### src/rtl/simt_div_pkg.sv
package simt_div_pkg;

   typedef enum logic [2:0] {
      ACT_PASS,
      ACT_TAKE_ALL,
      ACT_SKIP_ALL,
      ACT_SPLIT,
      ACT_REJOIN,
      ACT_SPILL
   } div_act_e;

endpackage

### src/rtl/simt_lane_split.sv
module simt_lane_split #(
   parameter int LANES = 32
) (
   input  logic [LANES-1:0] cur_mask,
   input  logic [LANES-1:0] br_mask,
   output logic [LANES-1:0] take_m,
   output logic [LANES-1:0] skip_m,
   output logic             none_take,
   output logic             all_take
);
   always_comb begin
      take_m    = cur_mask & br_mask;
      skip_m    = cur_mask & ~br_mask;
      none_take = (take_m == '0);
      all_take  = (skip_m == '0);
   end
endmodule

### src/rtl/simt_warp_ctx.sv
module simt_warp_ctx #(
   parameter  int LANES = 32,
   parameter  int PC_W  = 32,
   parameter  int DEPTH = 8,
   localparam int CNT_W = $clog2(DEPTH + 1),
   localparam int IDX_W = (DEPTH > 1) ? $clog2(DEPTH) : 1
) (
   input  logic             clk,
   input  logic             rst_n,
   input  logic             push2,
   input  logic             pop,
   input  logic             mask_we,
   input  logic [PC_W-1:0]  lo_rpc,
   input  logic [PC_W-1:0]  lo_pc,
   input  logic [LANES-1:0] lo_mask,
   input  logic [PC_W-1:0]  hi_rpc,
   input  logic [PC_W-1:0]  hi_pc,
   input  logic [LANES-1:0] hi_mask,
   input  logic [LANES-1:0] mask_d,
   output logic [PC_W-1:0]  top_rpc,
   output logic [PC_W-1:0]  top_pc,
   output logic [LANES-1:0] top_mask,
   output logic [LANES-1:0] cur_mask,
   output logic [CNT_W-1:0] depth,
   output logic             room2
);
   logic [PC_W-1:0]  rpc_q [DEPTH];
   logic [PC_W-1:0]  pc_q  [DEPTH];
   logic [LANES-1:0] msk_q [DEPTH];
   logic [CNT_W-1:0] cnt_q;
   logic [LANES-1:0] mask_q;
   logic [CNT_W-1:0] top_c;
   logic [IDX_W-1:0] top_idx;

   // record storage: lower record first, deferred path on top
   always_ff @(posedge clk) begin
      for (int i = 0; i < DEPTH; i++) begin
         if (push2 && (CNT_W'(i) == cnt_q)) begin
            rpc_q[i] <= lo_rpc;
            pc_q[i]  <= lo_pc;
            msk_q[i] <= lo_mask;
         end
         if (push2 && (CNT_W'(i) == cnt_q + CNT_W'(1))) begin
            rpc_q[i] <= hi_rpc;
            pc_q[i]  <= hi_pc;
            msk_q[i] <= hi_mask;
         end
      end
   end

   always_ff @(posedge clk) begin
      if (!rst_n) begin
         cnt_q  <= '0;
         mask_q <= '1;
      end else begin
         if (push2)
            cnt_q <= cnt_q + CNT_W'(2);
         else if (pop && cnt_q != '0)
            cnt_q <= cnt_q - CNT_W'(1);
         if (mask_we)
            mask_q <= mask_d;
      end
   end

   always_comb begin
      top_c   = cnt_q - CNT_W'(1);
      top_idx = top_c[IDX_W-1:0];
      if (cnt_q == '0) begin
         top_rpc  = '0;
         top_pc   = '0;
         top_mask = '0;
      end else begin
         top_rpc  = rpc_q[top_idx];
         top_pc   = pc_q[top_idx];
         top_mask = msk_q[top_idx];
      end
      cur_mask = mask_q;
      depth    = cnt_q;
      room2    = (cnt_q <= CNT_W'(DEPTH - 2));
   end
endmodule

### src/rtl/simt_div_stack.sv
module simt_div_stack
   import simt_div_pkg::*;
#(
   parameter  int LANES = 32,
   parameter  int PC_W  = 32,
   parameter  int DEPTH = 8,
   parameter  int WARPS = 4,
   localparam int WID_W = (WARPS > 1) ? $clog2(WARPS) : 1,
   localparam int CNT_W = $clog2(DEPTH + 1)
) (
   input  logic             clk,
   input  logic             rst_n,
   input  logic             step_valid,
   input  logic [WID_W-1:0] step_warp,
   input  logic [PC_W-1:0]  step_pc,
   input  logic             br_valid,
   input  logic [LANES-1:0] br_taken_mask,
   input  logic [PC_W-1:0]  br_target_pc,
   input  logic [PC_W-1:0]  br_fall_pc,
   input  logic [PC_W-1:0]  br_reconv_pc,
   output logic             out_valid,
   output logic [WID_W-1:0] out_warp,
   output logic [PC_W-1:0]  out_pc,
   output logic [LANES-1:0] out_mask,
   output logic             ovf_err
);
   if (LANES < 2) begin : g_bad_lanes
      $error("simt_div_stack: LANES must be at least 2");
   end
   if (DEPTH < 2) begin : g_bad_depth
      $error("simt_div_stack: DEPTH must be at least 2");
   end
   if (WARPS < 2 || (1 << WID_W) != WARPS) begin : g_bad_warps
      $error("simt_div_stack: WARPS must be a power of two, at least 2");
   end

   logic [LANES-1:0] cur_mask_w [WARPS];
   logic [LANES-1:0] top_mask_w [WARPS];
   logic [PC_W-1:0]  top_rpc_w  [WARPS];
   logic [PC_W-1:0]  top_pc_w   [WARPS];
   logic [CNT_W-1:0] depth_w    [WARPS];
   logic             room2_w    [WARPS];

   logic [LANES-1:0] sel_mask, sel_top_mask, take_m, skip_m, new_mask;
   logic [PC_W-1:0]  sel_top_rpc, sel_top_pc, new_pc;
   logic [CNT_W-1:0] sel_depth;
   logic             sel_room2, none_take, all_take;
   div_act_e         act;

   always_comb begin
      sel_mask     = cur_mask_w[step_warp];
      sel_top_mask = top_mask_w[step_warp];
      sel_top_rpc  = top_rpc_w[step_warp];
      sel_top_pc   = top_pc_w[step_warp];
      sel_depth    = depth_w[step_warp];
      sel_room2    = room2_w[step_warp];
   end

   simt_lane_split #(.LANES(LANES)) u_split (
      .cur_mask  (sel_mask),
      .br_mask   (br_taken_mask),
      .take_m    (take_m),
      .skip_m    (skip_m),
      .none_take (none_take),
      .all_take  (all_take)
   );

   always_comb begin
      if (br_valid) begin
         if (none_take)       act = ACT_SKIP_ALL;
         else if (all_take)   act = ACT_TAKE_ALL;
         else if (!sel_room2) act = ACT_SPILL;
         else                 act = ACT_SPLIT;
      end else if (sel_depth != '0 && step_pc == sel_top_rpc) begin
         act = ACT_REJOIN;
      end else begin
         act = ACT_PASS;
      end

      new_mask = sel_mask;
      new_pc   = step_pc;
      case (act)
         ACT_SKIP_ALL: new_pc = br_fall_pc;
         ACT_TAKE_ALL,
         ACT_SPILL:    new_pc = br_target_pc;
         ACT_SPLIT: begin
            new_pc   = br_target_pc;
            new_mask = take_m;
         end
         ACT_REJOIN: begin
            new_pc   = sel_top_pc;
            new_mask = sel_top_mask;
         end
         default: ;
      endcase
   end

   for (genvar w = 0; w < WARPS; w++) begin : g_warp
      logic hit;
      assign hit = step_valid && (step_warp == WID_W'(w));

      simt_warp_ctx #(.LANES(LANES), .PC_W(PC_W), .DEPTH(DEPTH)) u_ctx (
         .clk      (clk),
         .rst_n    (rst_n),
         .push2    (hit && act == ACT_SPLIT),
         .pop      (hit && act == ACT_REJOIN),
         .mask_we  (hit && (act == ACT_SPLIT || act == ACT_REJOIN)),
         .lo_rpc   (br_reconv_pc),
         .lo_pc    (br_reconv_pc),
         .lo_mask  (sel_mask),
         .hi_rpc   (br_reconv_pc),
         .hi_pc    (br_fall_pc),
         .hi_mask  (skip_m),
         .mask_d   (new_mask),
         .top_rpc  (top_rpc_w[w]),
         .top_pc   (top_pc_w[w]),
         .top_mask (top_mask_w[w]),
         .cur_mask (cur_mask_w[w]),
         .depth    (depth_w[w]),
         .room2    (room2_w[w])
      );
   end

   always_ff @(posedge clk) begin
      if (!rst_n) begin
         out_valid <= 1'b0;
         out_warp  <= '0;
         out_pc    <= '0;
         out_mask  <= '0;
         ovf_err   <= 1'b0;
      end else begin
         out_valid <= step_valid;
         if (step_valid) begin
            out_warp <= step_warp;
            out_pc   <= new_pc;
            out_mask <= new_mask;
            if (act == ACT_SPILL)
               ovf_err <= 1'b1;
         end
      end
   end
endmodule

### config.mk
export PLATFORM = sky130hd
export DESIGN_NAME = simt_div_stack
export DESIGN_NICKNAME = d
export VERILOG_FILES = /design/src/rtl/simt_div_pkg.sv /design/src/rtl/simt_lane_split.sv /design/src/rtl/simt_warp_ctx.sv /design/src/rtl/simt_div_stack.sv
export SDC_FILE = /design/constraint.sdc
export NUM_CORES = 2
export LEC_CHECK = 0
export BUFFER_PORTS_ARGS = -buffer_cell sky130_fd_sc_hd__buf_2
export CAP_MARGIN = 20
export CORE_ASPECT_RATIO = 1.5
export CORE_MARGIN = 5
export CORE_UTILIZATION = 40
export DETAILED_ROUTE_END_ITERATION = 16
export GPL_ROUTABILITY_DRIVEN = 0
export GPL_TIMING_DRIVEN = 0
export SLEW_MARGIN = 20
export SYNTH_ARGS = -nofsm -noshare
export SYNTH_HDL_FRONTEND = slang
export SYNTH_HIERARCHICAL = 1
export SYNTH_SLANG_ARGS = --single-unit
export TNS_END_PERCENT = 5
### constraint.sdc
create_clock -name clk -period 13.68 [get_ports clk]
set_input_delay 0.684 -clock clk [delete_from_list [all_inputs] [get_ports clk]]
set_output_delay 0.684 -clock clk [all_outputs]
set_load 0.01 [all_outputs]
==> flow_summary_export.csv <==
group,metric,value,unit
critical_path,r2r.worst_path.cells,23,
critical_path,path_class,"in2reg",
critical_path,cp-endpoint,"g_warp[3].u_ctx/pc_q[2][13]",
synthesis,synth_mux_area_share,34.5,%
clocking,cts_resized,0,
clocking,root_buffer,"clkbuf_16",
sta,maxSlewViolCount,0,
grt,grt_max_degree,97,
status,outcome,"complete, no violations",
sta,fin_crit,10.81,ns
grt,grt_pass1_vias,100000,
sta,setup_violations,0,
placed_design,dpl-instance-area,181000,µm²
detailed_routing,ant_nets,0,
synthesis,ys_seq_area_share,58.2,%
final_layout,synthToLayoutAreaGrowth,15.9,%
final_layout,stdcell_count,16100,
synthesis,synth_enable_flop_cells,3072,
power,leakage,0.0585,µW
critical_path,critPathLaunchType,"input pin",
critical_path,cp_num_buf_inv,13,
sta,period_share,79.0,%
synthesis,synth_top_area_cell,"edfxtp_1",
final_layout,fin_nets,10400,
power,p_comb_share,6.7,%
synthesis,async_flop_share,0,%
sta,tns,0,ns
critical_path,critPathTopFamily,"buffers and inverters",
sta,rsz0062_at_grt,"no",
run,cap_violations,0,
synthesis,synth_compound_area_share,2.82,%
clocking,clk_latency,1.00,ns
critical_path,crit_top_cell,"clkbuf_1",
grt,antenna_found_initial,65,
worst_hold_path,hold_path.class,"in2reg",
synthesis,synth.distinct_cells,58,
synthesis,synth-xor-area-share,0.284,%
synthesis,synthTopCellsByCount,"3072 x edfxtp_1, 3063 x mux2_2, 897 x mux4_2, 416 x a22o_1, 286 x buf_2",
synthesis,syn-instance-count,9325,
detailed_routing,vias_per_cell,6.18,
synthesis,yosysWarnings,6,
detailed_routing,drt_pre_antenna_iters,6,
critical_path,timing.rr.end,"g_warp[2].u_ctx/cur_mask[2]",
sta,slew_headroom,16.4,%
power,powerDensity,114,nW/µm²
critical_path,crit_slowest_cell,"clkbuf_1",
critical_path,worstPathRequired,14.39,ns
grt,grt_usage,28.2,%
synthesis,synth_fa_ha_area_share,0.271,%
synthesis,syn_nets,9527,
detailed_routing,dr_total_vias,99300,
clocking,cts-hold-fix-buffers,0,
floorplan,io_pins,234,
power,irDropWorstVdd,0.0990,mV
clocking,cts_tree,"yes",
clocking,postCtsSetupRepairBufs,0,
floorplan,core,413000,µm²
grt,grt_pass1_wl,835,mm
floorplan,die_height,799,µm
grt,grt-ovfl-total,0,
synthesis,yosys.area_share.simple,1.76,%
critical_path,worst_r2r_startpoint,"g_warp[0].u_ctx/depth[0]",
final_layout,design_area,192000,µm²
power,clkPwrFrac,42.9,%
clocking,cts_buffers,339,
power,power_frac_seq,50.4,%
sta,worst_pin_slew,1.25,ns
sta,fin_skew,0.0652,ns
floorplan,placementRows,289,
floorplan,die_width,536,µm
floorplan,design.die.area,428000,µm²
synthesis,avgSynthCellArea,17.8,µm²
clocking,htree_levels,5,
critical_path,path_max_fanout,35,
critical_path,cp.depth,24,
placed_design,io_buffer_count,229,
synthesis,yosys_register_bits,3284,
clocking,clk_pin_slew,0.07,ns
critical_path,critPathLaunch,"step_warp[1]",
floorplan,start_util,40.1,%
synthesis,synth.most_common_cell,"edfxtp_1",
detailed_routing,drc,0,
power,power.switching,5000,µW
synthesis,synthTopCellsByArea,"edfxtp_1 56%, mux2_2 21%, mux4_2 12%",
final_layout,final_layout_size_suffix_gt1_share,53.7,%
power,swShare,22.8,%
synthesis,synth_ff_type,"edfxtp_1",
detailed_routing,drt-wirelength-per-cell,38.6,µm
power,intPower,16900,µW
synthesis,syn-cell-area,166000,µm²
detailed_routing,drt_wl_total,619,mm
detailed_routing,drt_iter0_drc,10700,
placed_design,dp_hpwl,448,mm
placed_design,placed_cells,15400,
sta,fmax,92.5,MHz
critical_path,cp-end-kind,"flip-flop",
critical_path,arrival,11.53,ns
synthesis,synth_top_family_by_area,"multiplexers",
critical_path,path_cells,"buf_2, buf_2, buf_2, clkbuf_1, mux4_2, and2_4, or4_1, or4_1, nor4_2, clkbuf_1, nor2_1, nand3_1, clkbuf_1, nor2_1, clkbuf_1, nand2_1, nor4_4, buf_4, buf_4, o21bai_4, buf_16, buf_12, buf_8, buf_12",
critical_path,r2r_slack,3.44,ns
synthesis,synth_top_area_share,55.6,%
clocking,cts.sink_count,3284,
sta,hold_viol,0,
critical_path,critPathMaxStageDelay,0.90,ns
clocking,clockBufferDepth,4,
-- worst min path at each step --
| stage | start | to | slack, ns | cells past startpoint |
|---|---|---|---|---|
| 4_1_cts | step_pc[9] | out_pc[9] | 0.05 | 2 |
| 3_3_place_gp | g_warp[3].u_ctx/cur_mask[30] | g_warp[3].u_ctx/cur_mask[30] | 0.45 | 2 |
| 3_5_place_dp | g_warp[3].u_ctx/cur_mask[25] | g_warp[3].u_ctx/cur_mask[25] | 0.46 | 2 |
| 2_1_floorplan | g_warp[2].u_ctx/cur_mask[0] | g_warp[2].u_ctx/cur_mask[0] | 0.44 | 2 |
| 6_report | step_pc[9] | out_pc[9] | 0.08 | 2 |
| 5_1_grt | step_pc[9] | out_pc[9] | 0.07 | 2 |
-- registers in the layout (all words and copies together), names as in the netlist --
| signal | count |
|---|---|
| ovf_err | 1 |
| g_warp.u_ctx/cur_mask | 128 |
| out_warp | 2 |
| g_warp.u_ctx/pc_q | 1024 |
| out_mask | 32 |
| g_warp.u_ctx/depth | 16 |
| g_warp.u_ctx/rpc_q | 1024 |
| out_pc | 32 |
| out_valid | 1 |
| g_warp.u_ctx/msk_q | 1024 |
-- stage by stage --
step	util [%]	hold WS (ns)	setup slack, ns	total power, µW
5_1_grt	46.5	0.0667	3.05	22500
6_report	46.5	0.0775	2.87	21900
4_1_cts	46.5	0.0502	3.23	22000
3_3_place_gp	42.1	0.446	-7.34	12600
3_5_place_dp	43.9	0.456	2.25	12700
2_1_floorplan	-	0.436	3.89	12000
-- power by group through the flow --
stage               Combinational (µW)  Sequential [µW]  Clock [µW]
CTS                               1450            11000        9530
detailed placement                1450            11300           0
global route                      1520            11000        9910
floorplan                          713            11300           0
finish                            1470            11000        9390
global placement                  1340            11300           0
-- per-layer routing --
metal / global-route usage [%] / vias up / part of all wire [%]
li1: - / 40400 / -
met1: 32.2 / 52200 / 34
met4: 22.2 / 16 / 9.2
met3: 5.21 / 1426 / 7.5
met2: 46.7 / 5223 / 49
met5: 0 / - / 0.014
-- cells in the final DEF (no fill, tap or decap), types with 30 or more instances in the layout --
master     instances
nand2_1          223
a22o_1           416
clkinv_1          49
buf_4            169
nor2_1            45
nor4_4            32
clkbuf_1         245
bufinv_16         30
mux2i_1          166
dfxtp_1          212
buf_16           125
mux2_1            48
buf_12           117
buf_2            494
clkinv_2          53
clkbuf_2          52
edfxtp_1        3072
xnor2_1           34
clkbuf_16        347
diode_2           71
ha_1              36
mux2_2          3063
mux4_2           897
buf_6             44
and2_1            30
buf_1             49
-- layout make-up --
type	instances	area, µm²
timing repair buffer	540	7840
clock buffer	439	9160
buffer	701	3610
antenna	71	178
sequential	3284	96500
fill	35100	221000
inverter	25	93.8
multi-input combinational	5315	66400
clock inverter	163	1680
tap	5529	6920
-- logic make-up after synthesis --
group           Yosys count
compound gates          554
xor+xnor                 47
fa+ha+maj                36
buf+inv                 726
flops                  3284
mux                    4202
simple gates            476
Note: power is estimated with default switching activity, not from simulation.
